File: src/rtl/nsq_pkg.sv
package nsq_pkg;

  typedef enum logic [3:0] {
    CMD_DESEL, CMD_NOP, CMD_ACT, CMD_RD, CMD_WR,
    CMD_PRE, CMD_PALL, CMD_REF, CMD_MRS
  } nsq_cmd_e;

  typedef enum logic [1:0] {
    SZ_BYTE = 2'd0,
    SZ_HALF = 2'd1,
    SZ_WORD = 2'd2
  } nsq_size_e;

  typedef enum logic [2:0] {
    ST_IDLE, ST_ACT, ST_GAP, ST_RW, ST_WAIT, ST_PRE, ST_TAIL
  } nsq_state_e;

endpackage

File: src/rtl/nsq_cmd_enc.sv
module nsq_cmd_enc
  import nsq_pkg::*;
#(
  parameter int A_W    = 13,
  parameter int BANK_W = 2
) (
  input  nsq_cmd_e          cmd,
  input  logic [BANK_W-1:0] bank_in,
  input  logic [A_W-1:0]    a_in,
  output logic              cs_n,
  output logic              ras_n,
  output logic              cas_n,
  output logic              we_n,
  output logic [BANK_W-1:0] ba,
  output logic [A_W-1:0]    a_out
);
  localparam int AP_BIT = 10;

  logic [3:0] pins;

  always_comb begin
    case (cmd)
      CMD_DESEL: pins = 4'b1111;
      CMD_ACT:   pins = 4'b0011;
      CMD_RD:    pins = 4'b0101;
      CMD_WR:    pins = 4'b0100;
      CMD_PRE,
      CMD_PALL:  pins = 4'b0010;
      CMD_REF:   pins = 4'b0001;
      CMD_MRS:   pins = 4'b0000;
      default:   pins = 4'b0111;
    endcase
    {cs_n, ras_n, cas_n, we_n} = pins;
    ba    = bank_in;
    a_out = a_in;
    if (cmd == CMD_RD || cmd == CMD_WR || cmd == CMD_PRE) a_out[AP_BIT] = 1'b0;
    if (cmd == CMD_PALL) a_out[AP_BIT] = 1'b1;
  end

endmodule

File: src/rtl/nsq_lane.sv
module nsq_lane
  import nsq_pkg::*;
#(
  parameter int DQ_W = 16,
  localparam int DW  = 2 * DQ_W
) (
  input  nsq_size_e       size,
  input  logic            we,
  input  logic            byte_hi,
  input  logic            upper,
  input  logic [DW-1:0]   wdata,
  input  logic [DQ_W-1:0] dq_in,
  input  logic [DW-1:0]   rdata_q,
  output logic [1:0]      dqm,
  output logic [DQ_W-1:0] dq_out,
  output logic [DW-1:0]   rdata_nxt
);

  always_comb begin
    dqm = 2'b00;
    if (we && size == SZ_BYTE) dqm = byte_hi ? 2'b01 : 2'b10;

    case (size)
      SZ_BYTE: dq_out = {wdata[7:0], wdata[7:0]};
      SZ_WORD: dq_out = upper ? wdata[DW-1:DQ_W] : wdata[DQ_W-1:0];
      default: dq_out = wdata[DQ_W-1:0];
    endcase

    case (size)
      SZ_BYTE: rdata_nxt = {{(DW-8){1'b0}}, byte_hi ? dq_in[15:8] : dq_in[7:0]};
      SZ_WORD: rdata_nxt = upper ? {dq_in, rdata_q[DQ_W-1:0]}
                                 : {rdata_q[DW-1:DQ_W], dq_in};
      default: rdata_nxt = {{DQ_W{1'b0}}, dq_in};
    endcase
  end

endmodule

File: src/rtl/narrow_sdram_seq.sv
module narrow_sdram_seq
  import nsq_pkg::*;
#(
  parameter int BANK_W = 2,
  parameter int ROW_W  = 13,
  parameter int COL_W  = 9,
  parameter int RD_LAT = 2,
  localparam int ADDR_W = 1 + COL_W + ROW_W + BANK_W,
  localparam int DQ_W   = 16,
  localparam int DW     = 2 * DQ_W
) (
  input  logic              clk,
  input  logic              rst_n,
  input  logic              req_valid,
  output logic              req_ready,
  input  logic              req_we,
  input  logic [1:0]        req_size,
  input  logic [ADDR_W-1:0] req_addr,
  input  logic [DW-1:0]     req_wdata,
  output logic              done,
  output logic [DW-1:0]     rdata,
  output logic              sd_cs_n,
  output logic              sd_ras_n,
  output logic              sd_cas_n,
  output logic              sd_we_n,
  output logic [BANK_W-1:0] sd_ba,
  output logic [ROW_W-1:0]  sd_a,
  output logic [1:0]        sd_dqm,
  output logic [DQ_W-1:0]   sd_dq_out,
  output logic              sd_dq_oe,
  input  logic [DQ_W-1:0]   sd_dq_in
);
  localparam int CNT_W = $clog2(RD_LAT + 1);

  // reset: asserted asynchronously, released on the clock
  logic [1:0] rst_sync;
  logic       rst_n_i;
  always_ff @(posedge clk or negedge rst_n) begin
    if (!rst_n) rst_sync <= 2'b00;
    else        rst_sync <= {rst_sync[0], 1'b1};
  end
  assign rst_n_i = rst_sync[1];

  nsq_state_e        state_q, state_d;
  logic              we_q, we_d, upper_q, upper_d;
  nsq_size_e         size_q, size_d;
  logic [ADDR_W-1:0] addr_q, addr_d;
  logic [DW-1:0]     wdata_q, wdata_d, rdata_q, rdata_d, rdata_nxt;
  logic [CNT_W-1:0]  cnt_q, cnt_d;
  logic              last_acc;

  assign last_acc = (size_q != SZ_WORD) || upper_q;

  always_comb begin
    state_d = state_q;
    we_d    = we_q;
    size_d  = size_q;
    addr_d  = addr_q;
    wdata_d = wdata_q;
    upper_d = upper_q;
    cnt_d   = cnt_q;
    rdata_d = rdata_q;
    case (state_q)
      ST_IDLE: if (req_valid) begin
        we_d    = req_we;
        size_d  = nsq_size_e'(req_size);
        addr_d  = req_addr;
        wdata_d = req_wdata;
        upper_d = 1'b0;
        rdata_d = '0;
        state_d = ST_ACT;
      end
      ST_ACT:  state_d = ST_GAP;
      ST_GAP:  state_d = ST_RW;
      ST_RW: begin
        cnt_d   = we_q ? '0 : CNT_W'(RD_LAT - 1);
        state_d = ST_WAIT;
      end
      ST_WAIT: if (cnt_q == '0) begin
        if (!we_q) rdata_d = rdata_nxt;
        state_d = ST_PRE;
      end else begin
        cnt_d = cnt_q - CNT_W'(1);
      end
      ST_PRE:  state_d = ST_TAIL;
      ST_TAIL: if (last_acc) begin
        state_d = ST_IDLE;
      end else begin
        upper_d = 1'b1;
        state_d = ST_ACT;
      end
      default: state_d = ST_IDLE;
    endcase
  end

  always_ff @(posedge clk or negedge rst_n_i) begin
    if (!rst_n_i) begin
      state_q <= ST_IDLE;
      we_q    <= 1'b0;
      size_q  <= SZ_BYTE;
      addr_q  <= '0;
      wdata_q <= '0;
      upper_q <= 1'b0;
      cnt_q   <= '0;
      rdata_q <= '0;
    end else begin
      state_q <= state_d;
      we_q    <= we_d;
      size_q  <= size_d;
      addr_q  <= addr_d;
      wdata_q <= wdata_d;
      upper_q <= upper_d;
      cnt_q   <= cnt_d;
      rdata_q <= rdata_d;
    end
  end

  // command and address selection
  nsq_cmd_e         cmd;
  logic [ROW_W-1:0] a_sel;
  logic [COL_W-1:0] col;

  always_comb begin
    col = addr_q[COL_W:1];
    if (size_q == SZ_WORD) col[0] = upper_q;
    a_sel = '0;
    case (state_q)
      ST_IDLE: cmd = CMD_DESEL;
      ST_ACT: begin
        cmd   = CMD_ACT;
        a_sel = addr_q[COL_W+ROW_W:COL_W+1];
      end
      ST_RW: begin
        cmd               = we_q ? CMD_WR : CMD_RD;
        a_sel[COL_W-1:0]  = col;
      end
      ST_PRE:  cmd = CMD_PRE;
      default: cmd = CMD_NOP;
    endcase
  end

  nsq_cmd_enc #(.A_W(ROW_W), .BANK_W(BANK_W)) u_enc (
    .cmd     (cmd),
    .bank_in (addr_q[ADDR_W-1 -: BANK_W]),
    .a_in    (a_sel),
    .cs_n    (sd_cs_n),
    .ras_n   (sd_ras_n),
    .cas_n   (sd_cas_n),
    .we_n    (sd_we_n),
    .ba      (sd_ba),
    .a_out   (sd_a)
  );

  nsq_lane #(.DQ_W(DQ_W)) u_lane (
    .size      (size_q),
    .we        (we_q),
    .byte_hi   (addr_q[0]),
    .upper     (upper_q),
    .wdata     (wdata_q),
    .dq_in     (sd_dq_in),
    .rdata_q   (rdata_q),
    .dqm       (sd_dqm),
    .dq_out    (sd_dq_out),
    .rdata_nxt (rdata_nxt)
  );

  assign req_ready = (state_q == ST_IDLE);
  assign done      = (state_q == ST_TAIL) && last_acc;
  assign rdata     = rdata_q;
  assign sd_dq_oe  = (state_q == ST_RW) && we_q;

  // checks on the pin behaviour
  logic pin_act, pin_rd, pin_wr, pin_pre, pin_nop;
  assign pin_act = {sd_cs_n, sd_ras_n, sd_cas_n, sd_we_n} == 4'b0011;
  assign pin_rd  = {sd_cs_n, sd_ras_n, sd_cas_n, sd_we_n} == 4'b0101;
  assign pin_wr  = {sd_cs_n, sd_ras_n, sd_cas_n, sd_we_n} == 4'b0100;
  assign pin_pre = {sd_cs_n, sd_ras_n, sd_cas_n, sd_we_n} == 4'b0010;
  assign pin_nop = {sd_cs_n, sd_ras_n, sd_cas_n, sd_we_n} == 4'b0111;

  assert_done_pulse_R1: assert property (@(posedge clk) disable iff (!rst_n_i)
    done |=> !done);
  assert_ready_after_done_R1: assert property (@(posedge clk) disable iff (!rst_n_i)
    done |=> req_ready);
  assert_act_gap_R3: assert property (@(posedge clk) disable iff (!rst_n_i)
    pin_act |=> pin_nop);
  assert_pre_gap_R3: assert property (@(posedge clk) disable iff (!rst_n_i)
    pin_pre |=> pin_nop);
  assert_col_a10_R4: assert property (@(posedge clk) disable iff (!rst_n_i)
    (pin_rd || pin_wr || pin_pre) |-> !sd_a[10]);
  assert_read_mask_R8: assert property (@(posedge clk) disable iff (!rst_n_i)
    pin_rd |-> (sd_dqm == 2'b00));
  assert_oe_write_R10: assert property (@(posedge clk) disable iff (!rst_n_i)
    sd_dq_oe |-> pin_wr);

endmodule

File: config.mk
export PLATFORM = sky130hd
export DESIGN_NAME = narrow_sdram_seq
export DESIGN_NICKNAME = d
export VERILOG_FILES = /design/src/rtl/nsq_pkg.sv /design/src/rtl/nsq_cmd_enc.sv /design/src/rtl/nsq_lane.sv /design/src/rtl/narrow_sdram_seq.sv
export SDC_FILE = /design/constraint.sdc
export NUM_CORES = 1
export LEC_CHECK = 0
export BUFFER_PORTS_ARGS = -buffer_cell sky130_fd_sc_hd__buf_2
export CAP_MARGIN = 20
export CORE_ASPECT_RATIO = 1.75
export CORE_MARGIN = 5
export CORE_UTILIZATION = 23
export DETAILED_ROUTE_END_ITERATION = 8
export GPL_ROUTABILITY_DRIVEN = 1
export PLACE_DENSITY = 0.43
export SYNTH_ARGS = -nofsm -noshare
export SYNTH_HDL_FRONTEND = slang
export SYNTH_SLANG_ARGS = --single-unit
File: constraint.sdc
create_clock -name clk -period 3.71 [get_ports clk]
set_input_delay 0 -clock clk [delete_from_list [all_inputs] [get_ports clk]]
set_output_delay 0 -clock clk [all_outputs]
set_load 0.05 [all_outputs]
# [Yosys cells after proc, flatten, opt, wreduce, memory -nomap -nowiden]
# Memory sizes are Yosys's and may differ from the RTL's.
# Cells that the tools add are included.
[word_totals] wordCells=77 mem_bits_ro=64 output_inout_bits=72 mem_count=1 reg_bits=100 input_bits=79
[classes] reduce_logical=18 mux=28 add_sub_neg=1 eq_ne=19
[memory_table] name="(name not given)" words=16 word_bits=4 rd=1 rd_clocked_by_memory_dff=0 write_ports=0 line_no="nsq_cmd_enc.sv:22" source="case (cmd)"
[op_table] op="2-to-1 mux 32 bit" n=4
[op_table] op="case mux 32 bit (2 select lines)" n=2
[op_table] op="case mux 16 bit (2 select lines)" n=1
[op_table] op="case mux 3 bit (7 select lines)" n=1
[op_table] op="equality test 3 bit, second input constant" n=6
[op_table] op="case mux 9 bit (2 select lines)" n=1
[op_table] op="2-to-1 mux 16 bit" n=1
[op_table] op="!= test 2 bit, second input constant" n=6
[op_table] op="case mux 3 bit (4 select lines)" n=1
[op_table] op="AND reduction 5 bit" n=2
[op_table] op="equality test 3 x 2 -> 1 bit, second input constant" n=3
[op_table] op="2-to-1 mux 3 bit" n=3
[op_table] op="2-to-1 mux 8 bit" n=1
[op_table] op="2-to-1 mux 1 bit" n=7
[op_table] op="2-to-1 mux 2 bit" n=3
[op_table] op="!= test 3 bit, second input constant" n=2
[op_table] op="AND reduction 2 bit" n=3
[op_table] op="nonzero test 2 bit" n=3
[op_table] op="zero test 2 bit" n=2
[op_table] op="2-to-1 mux 4 bit" n=1
[op_table] op="case mux 2 bit (2 select lines)" n=1
[op_table] op="equality test 3 x 1 -> 1 bit, second input constant" n=1
[op_table] op="logical AND 1 bit" n=3
[op_table] op="zero test 3 bit" n=1
[op_table] op="other kinds (5)" n=7

# [Depth between registers and ports, before layout]
# Gate-level depths: netlist (run 1).
[depth] depth_word=7 depth_mapped=10 ltp_nobuf=8

# [By module]
# A second synthesis (run 1) with hierarchy kept.
[unflattened] cells_unflattened=457 hier_area_um2=5630.4
[modules_own_cells] module="narrow_sdram_seq" n_inst=1 area_each_um2=4314.1 cells_per_inst=278
[modules_own_cells] module="nsq_lane" n_inst=1 area_each_um2=1047.3 cells_per_inst=144
[modules_own_cells] module="nsq_cmd_enc" n_inst=1 area_each_um2=269.0 cells_per_inst=35

# [Least setup slack after synthesis (run 1)]
# OpenSTA, ideal clock, no wires.
[synth_timing] kind="register to output" startpoint="reg state_q[1]" endpoint="out sd_a[0]" t_arrival_ps=2402 required_time_ps=3710 setup_slack_ps=1308 path_stages_with_launch=5 n_path_buf=2 path_cell_list="dfrtp_1 > clkbuf_1 > buf_1 > nor2_1 > a311oi_1"
[synth_via] elab_chain_len=2
[synth_rtl] item="start, declared" line_no="narrow_sdram_seq.sv:44" source="nsq_state_e state_q, state_d;"
[synth_rtl] item="start signal, assigned" line_no="narrow_sdram_seq.sv:107" source="state_q <= state_d;"
[synth_rtl] item="equality test 3 x 2 -> 1 bit / equality test 3 x 1 -> 1 bit (equally long branches)" line_no="narrow_sdram_seq.sv:127" source="case (state_q)"
[synth_rtl] item="case mux 9 bit (2 select lines) (*)" line_no="narrow_sdram_seq.sv:127"
[synth_rtl] item="end, declared" line_no="narrow_sdram_seq.sv:27" source="output logic [ROW_W-1:0] sd_a,"
# Every way passes the cells marked *; elsewhere a longest branch is shown, timed or not.

# [Final worst setup path (run 1)]
[layout_timing] startpoint="reg state_q[0]" endpoint="out sd_a[10]"
[layout_via] elab_chain_len=7
[layout_rtl] item="equality test 3 bit (tied with other cells)" line_no="narrow_sdram_seq.sv:127"
[layout_rtl] item="case mux 3 bit (4 select lines)" line_no="narrow_sdram_seq.sv:127"
[layout_rtl] item="equality test 3 x 2 -> 1 bit / equality test 3 bit (equally long branches)" line_no="nsq_cmd_enc.sv:36" source="if (cmd == CMD_RD || cmd == CMD_WR || cmd == CMD_PRE) a_out[AP_BIT] = 1'b0;"
[layout_rtl] item="logical OR 1 bit (2 in a row)" line_no="nsq_cmd_enc.sv:36"
[layout_rtl] item="2-to-1 mux 1 bit" line_no="nsq_cmd_enc.sv:36"
[layout_rtl] item="2-to-1 mux 1 bit (*)" line_no="nsq_cmd_enc.sv:37" source="if (cmd == CMD_PALL) a_out[AP_BIT] = 1'b1;"
# Marked as above.

==> impl_metrics.prom, run 1 <==
# TYPE chip_impl_metric gauge
chip_impl_metric{name="fp-row-count",unit=""} 68
chip_impl_metric{name="cts_max_path_buffers",unit=""} 2
chip_impl_metric{name="place.detailed.instances",unit=""} 747
chip_impl_metric{name="syn_avg_cell_area",unit="um2"} 12.5
chip_impl_metric{name="sequential_to_total_area_share_from_yosys_stat",unit="%"} 54.2
chip_impl_info{name="regToRegStartpoint",value="size_q[0]"} 1
chip_impl_metric{name="worst_slew_margin_rel",unit="%"} 43.3
chip_impl_metric{name="critical_path_required",unit="ns"} 3.71
chip_impl_metric{name="leakage",unit="uW"} 0.00320
chip_impl_info{name="cts_tree",value="done"} 1
chip_impl_metric{name="buffer_ports.inserted",unit=""} 150
chip_impl_metric{name="min_period",unit="ns"} 2.76
chip_impl_metric{name="area.growth.synth_to_final",unit="%"} 44.5
chip_impl_metric{name="area.sequential",unit="um2"} 2510
chip_impl_metric{name="yosys.cell_types.count",unit=""} 43
chip_impl_metric{name="ctsResizeCount",unit=""} 0
chip_impl_metric{name="yosys_register_bits",unit=""} 100
chip_impl_info{name="worst_setup_ep_type",value="output pin"} 1
chip_impl_metric{name="num_io_pins",unit=""} 151
chip_impl_metric{name="clock_tree.htree_level_count",unit=""} 3
chip_impl_metric{name="antennaDiodeCount",unit=""} 0
chip_impl_metric{name="initial_core_util",unit="%"} 23.4
chip_impl_metric{name="postRouteAntennaNets",unit=""} 0
chip_impl_metric{name="arrival",unit="ns"} 2.76
chip_impl_metric{name="synthesized_netlist_net_count",unit=""} 454
chip_impl_info{name="hold_class",value="input port to flip-flop"} 1
chip_impl_info{name="post_synth_most_frequent_cells",value="sky130_fd_sc_hd__dfrtp_1 (100), sky130_fd_sc_hd__mux2_2 (60), sky130_fd_sc_hd__nand2_1 (27), sky130_fd_sc_hd__a22o_1 (24), sky130_fd_sc_hd__o21ai_0 (18)"} 1
chip_impl_info{name="critPathKind",value="flip-flop to output pin"} 1
chip_impl_metric{name="drtPass1Iterations",unit=""} 4
chip_impl_metric{name="final_min_period_over_clock_period",unit="%"} 74.5
chip_impl_metric{name="synth.cell_area",unit="um2"} 4610
chip_impl_metric{name="path_clk_slew",unit="ns"} 0.07
chip_impl_metric{name="number_of_violations_reported_at_the_end_of_detailed_routing_iteration_0",unit=""} 104
chip_impl_info{name="critical_path.reg2reg.endpoint",value="rdata[5]"} 1
chip_impl_metric{name="max_freq",unit="MHz"} 362
chip_impl_info{name="grt_setup_unrepaired",value="false"} 1
chip_impl_metric{name="multi_input_area",unit="um2"} 1920
chip_impl_metric{name="post_synth_inst_count",unit=""} 370
chip_impl_metric{name="dieArea",unit="um2"} 23100
chip_impl_metric{name="grt_pass1_vias",unit=""} 4090
chip_impl_metric{name="grt_max_degree",unit=""} 62
chip_impl_metric{name="max-vdd-ir-drop",unit="mV"} 0.592
chip_impl_metric{name="tritoncts.num_buffers",unit=""} 9
chip_impl_info{name="clockRootBuffer",value="sky130_fd_sc_hd__clkbuf_16"} 1
chip_impl_metric{name="core_area",unit="um2"} 19700
chip_impl_metric{name="drv_slew",unit=""} 0
chip_impl_metric{name="layout.nets",unit=""} 675
chip_impl_metric{name="setup.reg_to_reg.worst_slack",unit="ns"} 1.29
chip_impl_metric{name="max_slew.worst_pin.slew",unit="ns"} 0.850
chip_impl_metric{name="hold_path_depth",unit=""} 4
chip_impl_info{name="synth_most_common_cell",value="sky130_fd_sc_hd__dfrtp_1"} 1
chip_impl_metric{name="avgRoutedWirePerCell",unit="um"} 16.7
chip_impl_metric{name="grt.total_usage",unit="%"} 12.6
chip_impl_metric{name="drt-vias-per-instance",unit=""} 4.39
chip_impl_metric{name="worstRegToRegCells",unit=""} 5
chip_impl_metric{name="cp_max_fo",unit=""} 18
chip_impl_metric{name="finalSetupViolations",unit=""} 0
chip_impl_metric{name="placed_area",unit="um2"} 5590
chip_impl_metric{name="powerDensity",unit="nW/um2"} 871
chip_impl_metric{name="post-route-drc-count",unit=""} 0
chip_impl_metric{name="detailedPlacementHpwl",unit="um"} 10300
chip_impl_metric{name="die_height",unit="um"} 197
chip_impl_info{name="netlist_top_cells_area",value="sky130_fd_sc_hd__dfrtp_1 (54%), sky130_fd_sc_hd__mux2_2 (15%), sky130_fd_sc_hd__a22o_1 (4.6%)"} 1
chip_impl_metric{name="gpl.final_weighted_congestion",unit=""} 0.705
chip_impl_info{name="netlist.top_cell.by_area",value="sky130_fd_sc_hd__dfrtp_1"} 1
chip_impl_metric{name="worstSkewPairLatency",unit="ns"} 0.35
chip_impl_metric{name="timing.setup.tns",unit="ns"} 0
chip_impl_metric{name="clock_sink_count",unit=""} 100
chip_impl_info{name="run_status",value="complete, no violations"} 1
chip_impl_metric{name="finalHoldViolations",unit=""} 0
chip_impl_metric{name="grt_remaining_overflow",unit=""} 0
chip_impl_metric{name="clock_skew",unit="ns"} 0.0143
chip_impl_info{name="postSynth.topFlopCell",value="sky130_fd_sc_hd__dfrtp_1"} 1
chip_impl_info{name="hold_path_startpoint",value="req_valid"} 1
chip_impl_metric{name="floorplan_die_width",unit="um"} 117
chip_impl_metric{name="wire_length_of_the_first_global_routing_pass",unit="um"} 22200
chip_impl_metric{name="synthArstFlopShare",unit="%"} 100
chip_impl_info{name="timing.hold.worst_endpoint",value="upper_q"} 1
chip_impl_metric{name="design_area",unit="um2"} 6670
chip_impl_metric{name="synth_top_area_share",unit="%"} 54.2
chip_impl_metric{name="routed-via-count",unit=""} 3686
chip_impl_metric{name="final-instance-count-excl-fill",unit=""} 840
chip_impl_metric{name="grt_antenna_before_repair",unit=""} 0
chip_impl_metric{name="synth_edf_count",unit=""} 0
chip_impl_metric{name="maxCapViolCount",unit=""} 0
chip_impl_metric{name="fillCellCount",unit=""} 1982
chip_impl_metric{name="drt_wl_total",unit="um"} 14000
chip_impl_metric{name="final_layout_size_suffix_gt1_share",unit="%"} 40.3
chip_impl_info{name="critical_path.startpoint_type",value="flip-flop"} 1
chip_impl_metric{name="ys_warn_count",unit=""} 0
chip_impl_info{name="startpoint",value="state_q[0]"} 1
## critical path: stages, from the launching register on
cell and delay [ns]:
sky130_fd_sc_hd__dfrtp_1 0.70, sky130_fd_sc_hd__nand2_1 0.46, sky130_fd_sc_hd__a21oi_1 0.46, sky130_fd_sc_hd__ha_1 0.22, sky130_fd_sc_hd__inv_1 0.04, sky130_fd_sc_hd__a2bb2oi_1 0.13
sky130_fd_sc_hd__a21oi_1 0.13, sky130_fd_sc_hd__buf_2 0.28
## flip-flops by register name (all words and copies together) (netlist names)
register,flops
rdata,32
wdata_q,32
addr_q,25
state_q,3
cnt_q,2
rst_sync,2
size_q,2
upper_q,1
we_q,1
## worst max path at each step
stage	slack, ns	end	cells after the start
finish	0.95	sd_a[10]	7
global route	0.58	sd_a[10]	7
CTS	0.83	sd_a[10]	7
detailed placement	1.22	sd_a[10]	7
global placement	1.32	sd_a[10]	7
floorplan	0.72	addr_q[0]	0
## cell usage in the layout (no fill, tap or decap), types with 2 or more instances in the layout
cell / Yosys / layout
sky130_fd_sc_hd__buf_2: 8 / 150
sky130_fd_sc_hd__dfrtp_1: 100 / 99
sky130_fd_sc_hd__dlygate4sd3_1: 0 / 78
sky130_fd_sc_hd__mux2_2: 60 / 60
sky130_fd_sc_hd__nand2_1: 27 / 27
sky130_fd_sc_hd__a22o_1: 24 / 24
sky130_fd_sc_hd__o21ai_0: 18 / 18
sky130_fd_sc_hd__inv_1: 16 / 16
sky130_fd_sc_hd__mux2i_1: 16 / 16
sky130_fd_sc_hd__nor2_1: 15 / 15
sky130_fd_sc_hd__mux2_1: 13 / 13
sky130_fd_sc_hd__clkbuf_16: 0 / 9
sky130_fd_sc_hd__a22oi_1: 8 / 8
sky130_fd_sc_hd__a21oi_1: 6 / 6
sky130_fd_sc_hd__buf_4: 3 / 6
sky130_fd_sc_hd__and2_1: 5 / 5
sky130_fd_sc_hd__ha_1: 5 / 5
sky130_fd_sc_hd__nand2b_1: 4 / 4
sky130_fd_sc_hd__a311oi_1: 2 / 2
sky130_fd_sc_hd__nor3_1: 2 / 2
sky130_fd_sc_hd__or2_2: 2 / 2
sky130_fd_sc_hd__nand4b_1: 2 / 2
sky130_fd_sc_hd__mux2_4: 2 / 2
sky130_fd_sc_hd__nor3_4: 1 / 2
sky130_fd_sc_hd__clkinvlp_4: 0 / 2
## kinds of logic after synthesis
group | Yosys count | share of synthesized area (%)
AND/OR/NAND/NOR | 70 | 8.35
flip-flops | 100 | 54.2
buffers and inverters | 40 | 4.20
AO/OA/AOI/OAI | 63 | 9.84
multiplexers | 91 | 21.9
adder cells (fa/ha/maj) | 5 | 1.36
other | 1 | 0.0813
## routing by layer
layer / part of all wire (%) / track usage (%) / wire, um
met2: 52 / 22.4 / 7300
met5: 0 / 0 / 0
met1: 41 / 14.6 / 5690
met4: 1.9 / 4.29 / 272
met3: 5.2 / 2.79 / 730
## cell type report
type / instances / share of cell area, %
multi-input cells: 230 / 28.9
well taps: 245 / 4.60
flip-flops and latches: 100 / 37.6
inverters: 16 / 0.901
repair buffers: 234 / 23.6
clock inverters: 4 / 0.751
clock buffers: 11 / 3.64
## report_power, final
| part | total [uW] | switching, uW | internal [uW] |
|---|---|---|---|
| registers | 1870 | 359 | 1510 |
| clock network | 952 | 415 | 537 |
| logic | 2980 | 1970 | 1010 |
## stage by stage
step / worst slack [ns] / util (%) / power [uW] / hold slack (ns)
finish: 0.946 / 33.8 / 5810 / 0.152
global route: 0.579 / 33.8 / 6200 / 0.196
CTS: 0.828 / 33.8 / 5920 / 0.130
detailed placement: 1.22 / 28.3 / 4870 / -0.209
global placement: 1.32 / 28.3 / 4830 / -0.214
floorplan: 0.718 / - / 4150 / -0.296
## repair_timing
| action | CTS | global route |
|---|---|---|
| hold buffers | 78 | 0 |
| endpoints found under the hold margin | 87 | 0 |
| setup buffers | 0 | 0 |
Note: power is estimated with default switching activity, not from simulation.
==> run 2, diff against run 1 <==
--- a/config.mk
+++ b/config.mk
@@ -5,6 +5,7 @@
 export SDC_FILE = /design/constraint.sdc
 export NUM_CORES = 1
 export LEC_CHECK = 0
+export ABC_AREA = 1
 export BUFFER_PORTS_ARGS = -buffer_cell sky130_fd_sc_hd__buf_2
 export CAP_MARGIN = 20
 export CORE_ASPECT_RATIO = 1.75
@@ -12,7 +13,7 @@
 export CORE_UTILIZATION = 23
 export DETAILED_ROUTE_END_ITERATION = 8
 export GPL_ROUTABILITY_DRIVEN = 1
-export PLACE_DENSITY = 0.43
+export PLACE_DENSITY = 0.44
 export SYNTH_ARGS = -nofsm -noshare
 export SYNTH_HDL_FRONTEND = slang
 export SYNTH_SLANG_ARGS = --single-unit
==> constraint.sdc (replaced) <==
create_clock -name clk -period 2.35 [get_ports clk]
set_input_delay 0 -clock clk [delete_from_list [all_inputs] [get_ports clk]]
set_output_delay 0 -clock clk [all_outputs]
set_load 0.05 [all_outputs]
==> impl_metrics.prom, run 2 <==
# TYPE chip_impl_metric gauge
chip_impl_metric{name="syn_avg_cell_area",unit="um2"} 7.64
chip_impl_metric{name="leakage",unit="uW"} 0.00380
chip_impl_metric{name="design_area",unit="um2"} 6960
chip_impl_metric{name="fp-row-count",unit=""} 70
chip_impl_metric{name="arrival",unit="ns"} 2.13
chip_impl_metric{name="antennaDiodeCount",unit=""} 0
chip_impl_metric{name="yosys.cell_types.count",unit=""} 29
chip_impl_metric{name="core_area",unit="um2"} 20900
chip_impl_metric{name="yosys_register_bits",unit=""} 100
chip_impl_info{name="postSynth.topFlopCell",value="sky130_fd_sc_hd__dfrtp_1"} 1
chip_impl_metric{name="tritoncts.num_buffers",unit=""} 9
chip_impl_info{name="post_synth_most_frequent_cells",value="sky130_fd_sc_hd__nand2_1 (317), sky130_fd_sc_hd__dfrtp_1 (100), sky130_fd_sc_hd__nand3_1 (49), sky130_fd_sc_hd__inv_1 (32), sky130_fd_sc_hd__o21ai_0 (22)"} 1
chip_impl_info{name="run_status",value="complete, no violations"} 1
chip_impl_metric{name="synth.cell_area",unit="um2"} 4900
chip_impl_metric{name="area.growth.synth_to_final",unit="%"} 41.9
chip_impl_info{name="clockRootBuffer",value="sky130_fd_sc_hd__clkbuf_16"} 1
chip_impl_metric{name="cp_max_fo",unit=""} 8
chip_impl_metric{name="placed_area",unit="um2"} 5930
chip_impl_info{name="most_frequent_cells_in_the_layout",value="sky130_fd_sc_hd__nand2_1 (317), sky130_fd_sc_hd__buf_2 (150), sky130_fd_sc_hd__dfrtp_1 (98)"} 1
chip_impl_metric{name="synth_edf_count",unit=""} 0
chip_impl_metric{name="grt_max_degree",unit=""} 72
chip_impl_metric{name="synthesized_netlist_net_count",unit=""} 726
chip_impl_info{name="final_common_cell",value="sky130_fd_sc_hd__nand2_1"} 1
chip_impl_metric{name="ys_warn_count",unit=""} 0
chip_impl_metric{name="grt_remaining_overflow",unit=""} 0
chip_impl_metric{name="grt_pass1_vias",unit=""} 5123
chip_impl_metric{name="clock_tree.htree_level_count",unit=""} 3
chip_impl_metric{name="clock_skew",unit="ns"} 0.00624
chip_impl_metric{name="synth_top_area_share",unit="%"} 51.0
chip_impl_info{name="critical_path.startpoint_type",value="flip-flop"} 1
chip_impl_metric{name="avgRoutedWirePerCell",unit="um"} 15.0
chip_impl_metric{name="buffer_ports.inserted",unit=""} 150
chip_impl_metric{name="grt_antenna_before_repair",unit=""} 0
chip_impl_metric{name="number_of_violations_reported_at_the_end_of_detailed_routing_iteration_0",unit=""} 172
chip_impl_metric{name="post_synth_inst_count",unit=""} 642
chip_impl_info{name="worst_setup_ep_type",value="output pin"} 1
chip_impl_metric{name="sequential_to_total_area_share_from_yosys_stat",unit="%"} 51.0
chip_impl_info{name="netlist_top_cells_area",value="sky130_fd_sc_hd__dfrtp_1 (51%), sky130_fd_sc_hd__nand2_1 (24%), sky130_fd_sc_hd__nand3_1 (5.0%)"} 1
chip_impl_metric{name="drv_slew",unit=""} 0
chip_impl_metric{name="maxCapViolCount",unit=""} 0
chip_impl_metric{name="finalSetupViolations",unit=""} 0
chip_impl_info{name="netlist.top_cell.by_area",value="sky130_fd_sc_hd__dfrtp_1"} 1
chip_impl_metric{name="grt.total_usage",unit="%"} 14.2
chip_impl_metric{name="fillCellCount",unit=""} 2229
chip_impl_metric{name="die_height",unit="um"} 203
chip_impl_metric{name="num_io_pins",unit=""} 151
chip_impl_metric{name="clock_sink_count",unit=""} 100
chip_impl_info{name="grt_setup_unrepaired",value="false"} 1
chip_impl_info{name="hold_class",value="input port to flip-flop"} 1
chip_impl_metric{name="critical_path_required",unit="ns"} 2.35
chip_impl_metric{name="max_slew.worst_pin.slew",unit="ns"} 0.896
chip_impl_metric{name="worst_slew_margin_rel",unit="%"} 40.2
chip_impl_metric{name="layout.nets",unit=""} 938
chip_impl_metric{name="detailedPlacementHpwl",unit="um"} 12200
chip_impl_metric{name="powerDensity",unit="nW/um2"} 1330
chip_impl_info{name="synth_most_common_cell",value="sky130_fd_sc_hd__nand2_1"} 1
chip_impl_metric{name="timing.setup.tns",unit="ns"} 0
chip_impl_metric{name="min_period",unit="ns"} 2.13
chip_impl_info{name="critPathKind",value="flip-flop to output pin"} 1
chip_impl_metric{name="final_min_period_over_clock_period",unit="%"} 90.5
chip_impl_metric{name="worstSkewPairLatency",unit="ns"} 0.36
chip_impl_metric{name="floorplan_die_width",unit="um"} 120
chip_impl_metric{name="max_freq",unit="MHz"} 470
chip_impl_metric{name="finalHoldViolations",unit=""} 0
chip_impl_metric{name="postRouteAntennaNets",unit=""} 0
chip_impl_metric{name="initial_core_util",unit="%"} 23.4
chip_impl_metric{name="cts_setup_buffers",unit=""} 0
chip_impl_metric{name="path_clk_slew",unit="ns"} 0.07
chip_impl_metric{name="wire_length_of_the_first_global_routing_pass",unit="um"} 26800
chip_impl_metric{name="post-route-drc-count",unit=""} 0
chip_impl_metric{name="dieArea",unit="um2"} 24500
chip_impl_metric{name="max-vdd-ir-drop",unit="mV"} 0.651
chip_impl_metric{name="final_layout_size_suffix_gt1_share",unit="%"} 23.9
chip_impl_metric{name="gpl.final_weighted_congestion",unit=""} 0.798
chip_impl_metric{name="routed-via-count",unit=""} 4798
chip_impl_metric{name="synthArstFlopShare",unit="%"} 100
chip_impl_metric{name="drt-vias-per-instance",unit=""} 4.32
chip_impl_info{name="cts_tree",value="done"} 1
chip_impl_metric{name="drtPass1Iterations",unit=""} 4
chip_impl_metric{name="drt_wl_total",unit="um"} 16700
chip_impl_metric{name="cts_max_path_buffers",unit=""} 2
==> run 2: cell types whose count changed in the layout (fill, tap and decap cells not counted), sizes merged, moves of 16 or more <==
| cell | change |
|---|---|
| inv | +23 |
| mux2 | -70 |
| nand3 | +49 |
| mux2i | -16 |
| nand2 | +293 |
| a22o | -16 |
==> run 2: cell families after synthesis <==
| kind of cell | Yosys count | synth area share, % |
|---|---|---|
| AOI/OAI and AO/OA | 43 | 5.43 |
| adders and majority gates | 5 | 1.28 |
| buffers and inverters | 72 | 6.28 |
| DFF | 100 | 51.0 |
| muxes | 5 | 1.15 |
| other | 1 | 0.0765 |
| and+or+nand+nor | 416 | 34.8 |
==> run 2: area by class of cell <==
type / instances / area, um2 / area share (%)
sequential: 100 / 2510 / 36.0
multi-input combinational: 470 / 2090 / 30.1
clock buffer: 9 / 225 / 3.24
tap: 252 / 315 / 4.53
inverter: 42 / 158 / 2.26
clock inverter: 7 / 101 / 1.46
timing repair buffer: 231 / 1560 / 22.4
==> run 2: per-stage QoR <==
stage | cells | worst slack (ns) | total power (uW) | utilization [%] | hold slack, ns
finish | 1111 | 0.224 | 9290 | 33.3 | 0.0162
global route | 1111 | 0.0546 | 9990 | 33.3 | 0.0235
CTS | 1111 | 0.0986 | 9480 | 33.2 | 0.00188
detailed placement | 1025 | 0.521 | 7680 | 28.3 | -0.211
global placement | 1025 | 0.581 | 7650 | 28.3 | -0.212
floorplan | 642 | 0.325 | 6400 | - | -0.296
==> run 2: critical path, stage by stage (launching register included) <==
cell	delay (ns)
sky130_fd_sc_hd__dfrtp_2	0.45
sky130_fd_sc_hd__inv_2	0.10
sky130_fd_sc_hd__nand3_1	0.19
sky130_fd_sc_hd__clkinv_1	0.12
sky130_fd_sc_hd__nand2_1	0.09
sky130_fd_sc_hd__nand2_1	0.11
sky130_fd_sc_hd__ha_1	0.30
sky130_fd_sc_hd__nand2_1	0.04
sky130_fd_sc_hd__o21ai_1	0.09
sky130_fd_sc_hd__buf_2	0.28
==> run 2: final timing paths <==
check                            start    endpoint  slack [ns]  cells after the start
min reg2reg                rst_sync[1]   addr_q[9]        0.21                      0
max in group asynchronous  rst_sync[1]  state_q[2]        1.33                      1
max reg2reg                 state_q[1]    rdata[0]        0.57                      7
min                        sd_dq_in[6]   rdata[22]        0.02                      5
max                         state_q[2]    sd_cas_n        0.22                      9
min in group asynchronous  rst_sync[1]   addr_q[9]        0.21                      0
==> run 2: repair_timing <==
item | CTS | global route
endpoints found under the hold margin | 70 | 0
hold buffers | 70 | 0
endpoints found under the setup margin | 0 | 2
resized for setup | 0 | 1
==> run 2: routing by layer <==
metal,vias to the layer above,wire (um),track usage [%]
met3,35,726,2.80
met2,138,9040,26.8
li1,2436,-,-
met4,0,601,6.97
met1,2189,6350,14.7
met5,-,0,0
==> run 2: where the power goes <==
group / total [uW] / switching (uW) / leakage, uW / internal, uW
clock: 1660 / 719 / 0.000152 / 939
sequential: 2750 / 393 / 0.00129 / 2350
combinational: 4880 / 3670 / 0.00236 / 1210
total: 9290 / 4780 / 0.00380 / 4510
==> run 3, diff against run 2 <==
--- a/config.mk
+++ b/config.mk
@@ -9,7 +9,6 @@
 export BUFFER_PORTS_ARGS = -buffer_cell sky130_fd_sc_hd__buf_2
 export CAP_MARGIN = 20
 export CORE_ASPECT_RATIO = 1.75
-export CORE_MARGIN = 5
 export CORE_UTILIZATION = 23
 export DETAILED_ROUTE_END_ITERATION = 8
 export GPL_ROUTABILITY_DRIVEN = 1
==> constraint.sdc (replaced) <==
create_clock -name clk -period 2.35 [get_ports clk]
set_input_delay 0 -clock clk [delete_from_list [all_inputs] [get_ports clk]]
set_output_delay 0 -clock clk [all_outputs]
set_load 0.01 [all_outputs]
==> impl_metrics.prom, run 3 (synthesized netlist as in run 2, its figures left out) <==
# TYPE chip_impl_metric gauge
chip_impl_metric{name="grt_pass1_vias",unit=""} 5004
chip_impl_metric{name="grt.total_usage",unit="%"} 15.3
chip_impl_metric{name="layout.nets",unit=""} 940
chip_impl_metric{name="crit_path_setup_slack_layout",unit="ns"} 0.257
chip_impl_info{name="critPathKind",value="flip-flop to output pin"} 1
chip_impl_metric{name="final_min_period_over_clock_period",unit="%"} 89.1
chip_impl_metric{name="path_clk_slew",unit="ns"} 0.07
chip_impl_metric{name="core_area",unit="um2"} 20900
chip_impl_metric{name="worst_slew_margin_rel",unit="%"} 42.9
chip_impl_info{name="regToRegStartpoint",value="state_q[2]"} 1
chip_impl_metric{name="die_height",unit="um"} 195
chip_impl_metric{name="avgRoutedWirePerCell",unit="um"} 14.4
chip_impl_metric{name="internal_power",unit="uW"} 4440
chip_impl_info{name="cts_tree",value="done"} 1
chip_impl_info{name="run_status",value="complete, no violations"} 1
chip_impl_metric{name="tritoncts.num_buffers",unit=""} 9
chip_impl_metric{name="post-route-util",unit="%"} 33.2
chip_impl_metric{name="finalHoldViolations",unit=""} 0
chip_impl_metric{name="max_slew.worst_pin.slew",unit="ns"} 0.857
chip_impl_metric{name="dieArea",unit="um2"} 21900
chip_impl_metric{name="cts_max_path_buffers",unit=""} 2
chip_impl_info{name="clockRootBuffer",value="sky130_fd_sc_hd__clkbuf_16"} 1
chip_impl_metric{name="detailedPlacementHpwl",unit="um"} 11800
chip_impl_metric{name="wire_length_of_the_first_global_routing_pass",unit="um"} 25700
chip_impl_info{name="worst_setup_ep_type",value="output pin"} 1
chip_impl_metric{name="drtPass1Iterations",unit=""} 6
chip_impl_metric{name="power.combinational.fraction",unit="%"} 44.9
chip_impl_metric{name="cts_setup_buffers",unit=""} 0
chip_impl_metric{name="arrival",unit="ns"} 2.09
chip_impl_metric{name="post-route-drc-count",unit=""} 0
chip_impl_metric{name="grt_antenna_before_repair",unit=""} 0
chip_impl_metric{name="leakage",unit="uW"} 0.00380
chip_impl_metric{name="share_clk_of_total_power",unit="%"} 19.7
chip_impl_metric{name="initial_core_util",unit="%"} 23.4
chip_impl_metric{name="postRouteAntennaNets",unit=""} 0
chip_impl_metric{name="design_area",unit="um2"} 6950
chip_impl_metric{name="seq_power_share",unit="%"} 35.3
chip_impl_metric{name="switching_share",unit="%"} 43.2
chip_impl_metric{name="routed-via-count",unit=""} 4833
chip_impl_metric{name="clock_skew",unit="ns"} 0.00874
chip_impl_metric{name="worstSkewPairLatency",unit="ns"} 0.35
chip_impl_metric{name="grt_remaining_overflow",unit=""} 0
chip_impl_info{name="most_frequent_cells_in_the_layout",value="sky130_fd_sc_hd__nand2_1 (317), sky130_fd_sc_hd__buf_2 (150), sky130_fd_sc_hd__dfrtp_1 (99)"} 1
chip_impl_metric{name="floorplan_die_width",unit="um"} 112
chip_impl_info{name="critical_path.reg2reg.endpoint",value="wdata_q[14]"} 1
chip_impl_metric{name="powerDensity",unit="nW/um2"} 1120
chip_impl_metric{name="drt_wl_total",unit="um"} 16000
chip_impl_metric{name="max-vdd-ir-drop",unit="mV"} 0.419
chip_impl_metric{name="setup.reg_to_reg.worst_slack",unit="ns"} 0.64
chip_impl_info{name="grt_setup_unrepaired",value="false"} 1
chip_impl_metric{name="placement.setup.worst_slack",unit="ns"} 0.607
chip_impl_metric{name="clock_sink_count",unit=""} 100
chip_impl_metric{name="critical_path_required",unit="ns"} 2.35
chip_impl_metric{name="fp-row-count",unit=""} 70
chip_impl_metric{name="final-instance-count-excl-fill",unit=""} 1113
chip_impl_metric{name="max_freq",unit="MHz"} 478
chip_impl_info{name="hold_class",value="input port to flip-flop"} 1
chip_impl_info{name="final_common_cell",value="sky130_fd_sc_hd__nand2_1"} 1
chip_impl_metric{name="area.sequential",unit="um2"} 2510
chip_impl_metric{name="finalSetupViolations",unit=""} 0
chip_impl_metric{name="number_of_violations_reported_at_the_end_of_detailed_routing_iteration_0",unit=""} 150
chip_impl_metric{name="multi_input_area",unit="um2"} 2090
chip_impl_metric{name="fillCellCount",unit=""} 2266
chip_impl_metric{name="clock_tree.htree_level_count",unit=""} 3
chip_impl_info{name="critical_path.endpoint",value="sd_cas_n"} 1
chip_impl_metric{name="antennaDiodeCount",unit=""} 0
chip_impl_metric{name="worstRegToRegCells",unit=""} 6
chip_impl_metric{name="net-switching-power",unit="uW"} 3370
chip_impl_metric{name="drv_slew",unit=""} 0
chip_impl_info{name="startpoint",value="state_q[2]"} 1
chip_impl_info{name="critical_path.startpoint_type",value="flip-flop"} 1
chip_impl_metric{name="final_layout_size_suffix_gt1_share",unit="%"} 24.0
chip_impl_metric{name="gpl.final_weighted_congestion",unit=""} 0.817
chip_impl_metric{name="cp_max_fo",unit=""} 8
chip_impl_metric{name="num_io_pins",unit=""} 151
chip_impl_metric{name="maxCapViolCount",unit=""} 0
chip_impl_metric{name="place.detailed.instances",unit=""} 1028
chip_impl_metric{name="min_period",unit="ns"} 2.09
chip_impl_metric{name="area.growth.synth_to_final",unit="%"} 41.7
chip_impl_metric{name="drt-vias-per-instance",unit=""} 4.34
chip_impl_metric{name="buffer_ports.inserted",unit=""} 150
chip_impl_metric{name="placed_area",unit="um2"} 5950
chip_impl_metric{name="timing.setup.tns",unit="ns"} 0
chip_impl_metric{name="grt_max_degree",unit=""} 61
run 3: changes by cell type in the layout (fill, tap and decap cells not counted), sizes merged:
cell	delta
buf	+3
bufinv	-1
clkbuf	+1
dlygate4sd3	-1
run 3: timing repair:
item | CTS | global route
hold endpoints to repair | 69 | 0
hold buffers | 69 | 0
gates resized for setup | 0 | 0
run 3: through the flow:
stage	hold slack [ns]	total power, uW
after global routing	0.0372	8530
after detailed placement	-0.211	6300
after floorplan	-0.296	5000
after global placement	-0.214	6270
final	0.0251	7810
after CTS	0.0141	7980
run 3: cell type report:
class,count,area share (%)
tap,252,4.54
inverter,42,2.27
clock buffer,10,3.44
multi-input combinational,470,30.1
timing repair buffer,233,22.6
sequential,100,36.1
clock inverter,6,0.918
run 3: critical path: stages (launching register included):
cell and delay, ns:
sky130_fd_sc_hd__dfrtp_1 0.49, sky130_fd_sc_hd__inv_2 0.11, sky130_fd_sc_hd__nand3_1 0.20, sky130_fd_sc_hd__clkinv_1 0.12
sky130_fd_sc_hd__nand2_1 0.09, sky130_fd_sc_hd__nand2_1 0.11, sky130_fd_sc_hd__ha_1 0.31, sky130_fd_sc_hd__nand2_1 0.06
sky130_fd_sc_hd__o21ai_0 0.09, sky130_fd_sc_hd__buf_2 0.16
run 3: worst min-delay path by stage:
| stage | start | depth (start not counted) | slack, ns | to |
|---|---|---|---|---|
| after floorplan | rst_n | 0 | -0.30 | rst_sync[0] |
| after global placement | rst_n | 1 | -0.21 | rst_sync[0] |
| after detailed placement | rst_n | 1 | -0.21 | rst_sync[0] |
| after CTS | sd_dq_in[14] | 5 | 0.01 | rdata[30] |
| after global routing | sd_dq_in[3] | 5 | 0.04 | rdata[19] |
| final | sd_dq_in[14] | 5 | 0.03 | rdata[30] |
run 3: layer usage:
metal | GRT usage (%) | part of all wire (%) | vias to the layer above
li1 | - | - | 2436
met1 | 15.9 | 38 | 2273
met2 | 30.3 | 58 | 111
met3 | 1.83 | 2.7 | 13
met4 | 6.12 | 1.9 | 0
met5 | 0 | 0 | -
run 3: power by group through the flow:
stage / clock network [uW] / registers (uW) / logic, uW
floorplan: 0 / 2710 / 2300
global placement: 0 / 2790 / 3480
detailed placement: 0 / 2790 / 3510
CTS: 1610 / 2760 / 3610
global route: 1670 / 2840 / 4020
finish: 1540 / 2760 / 3510
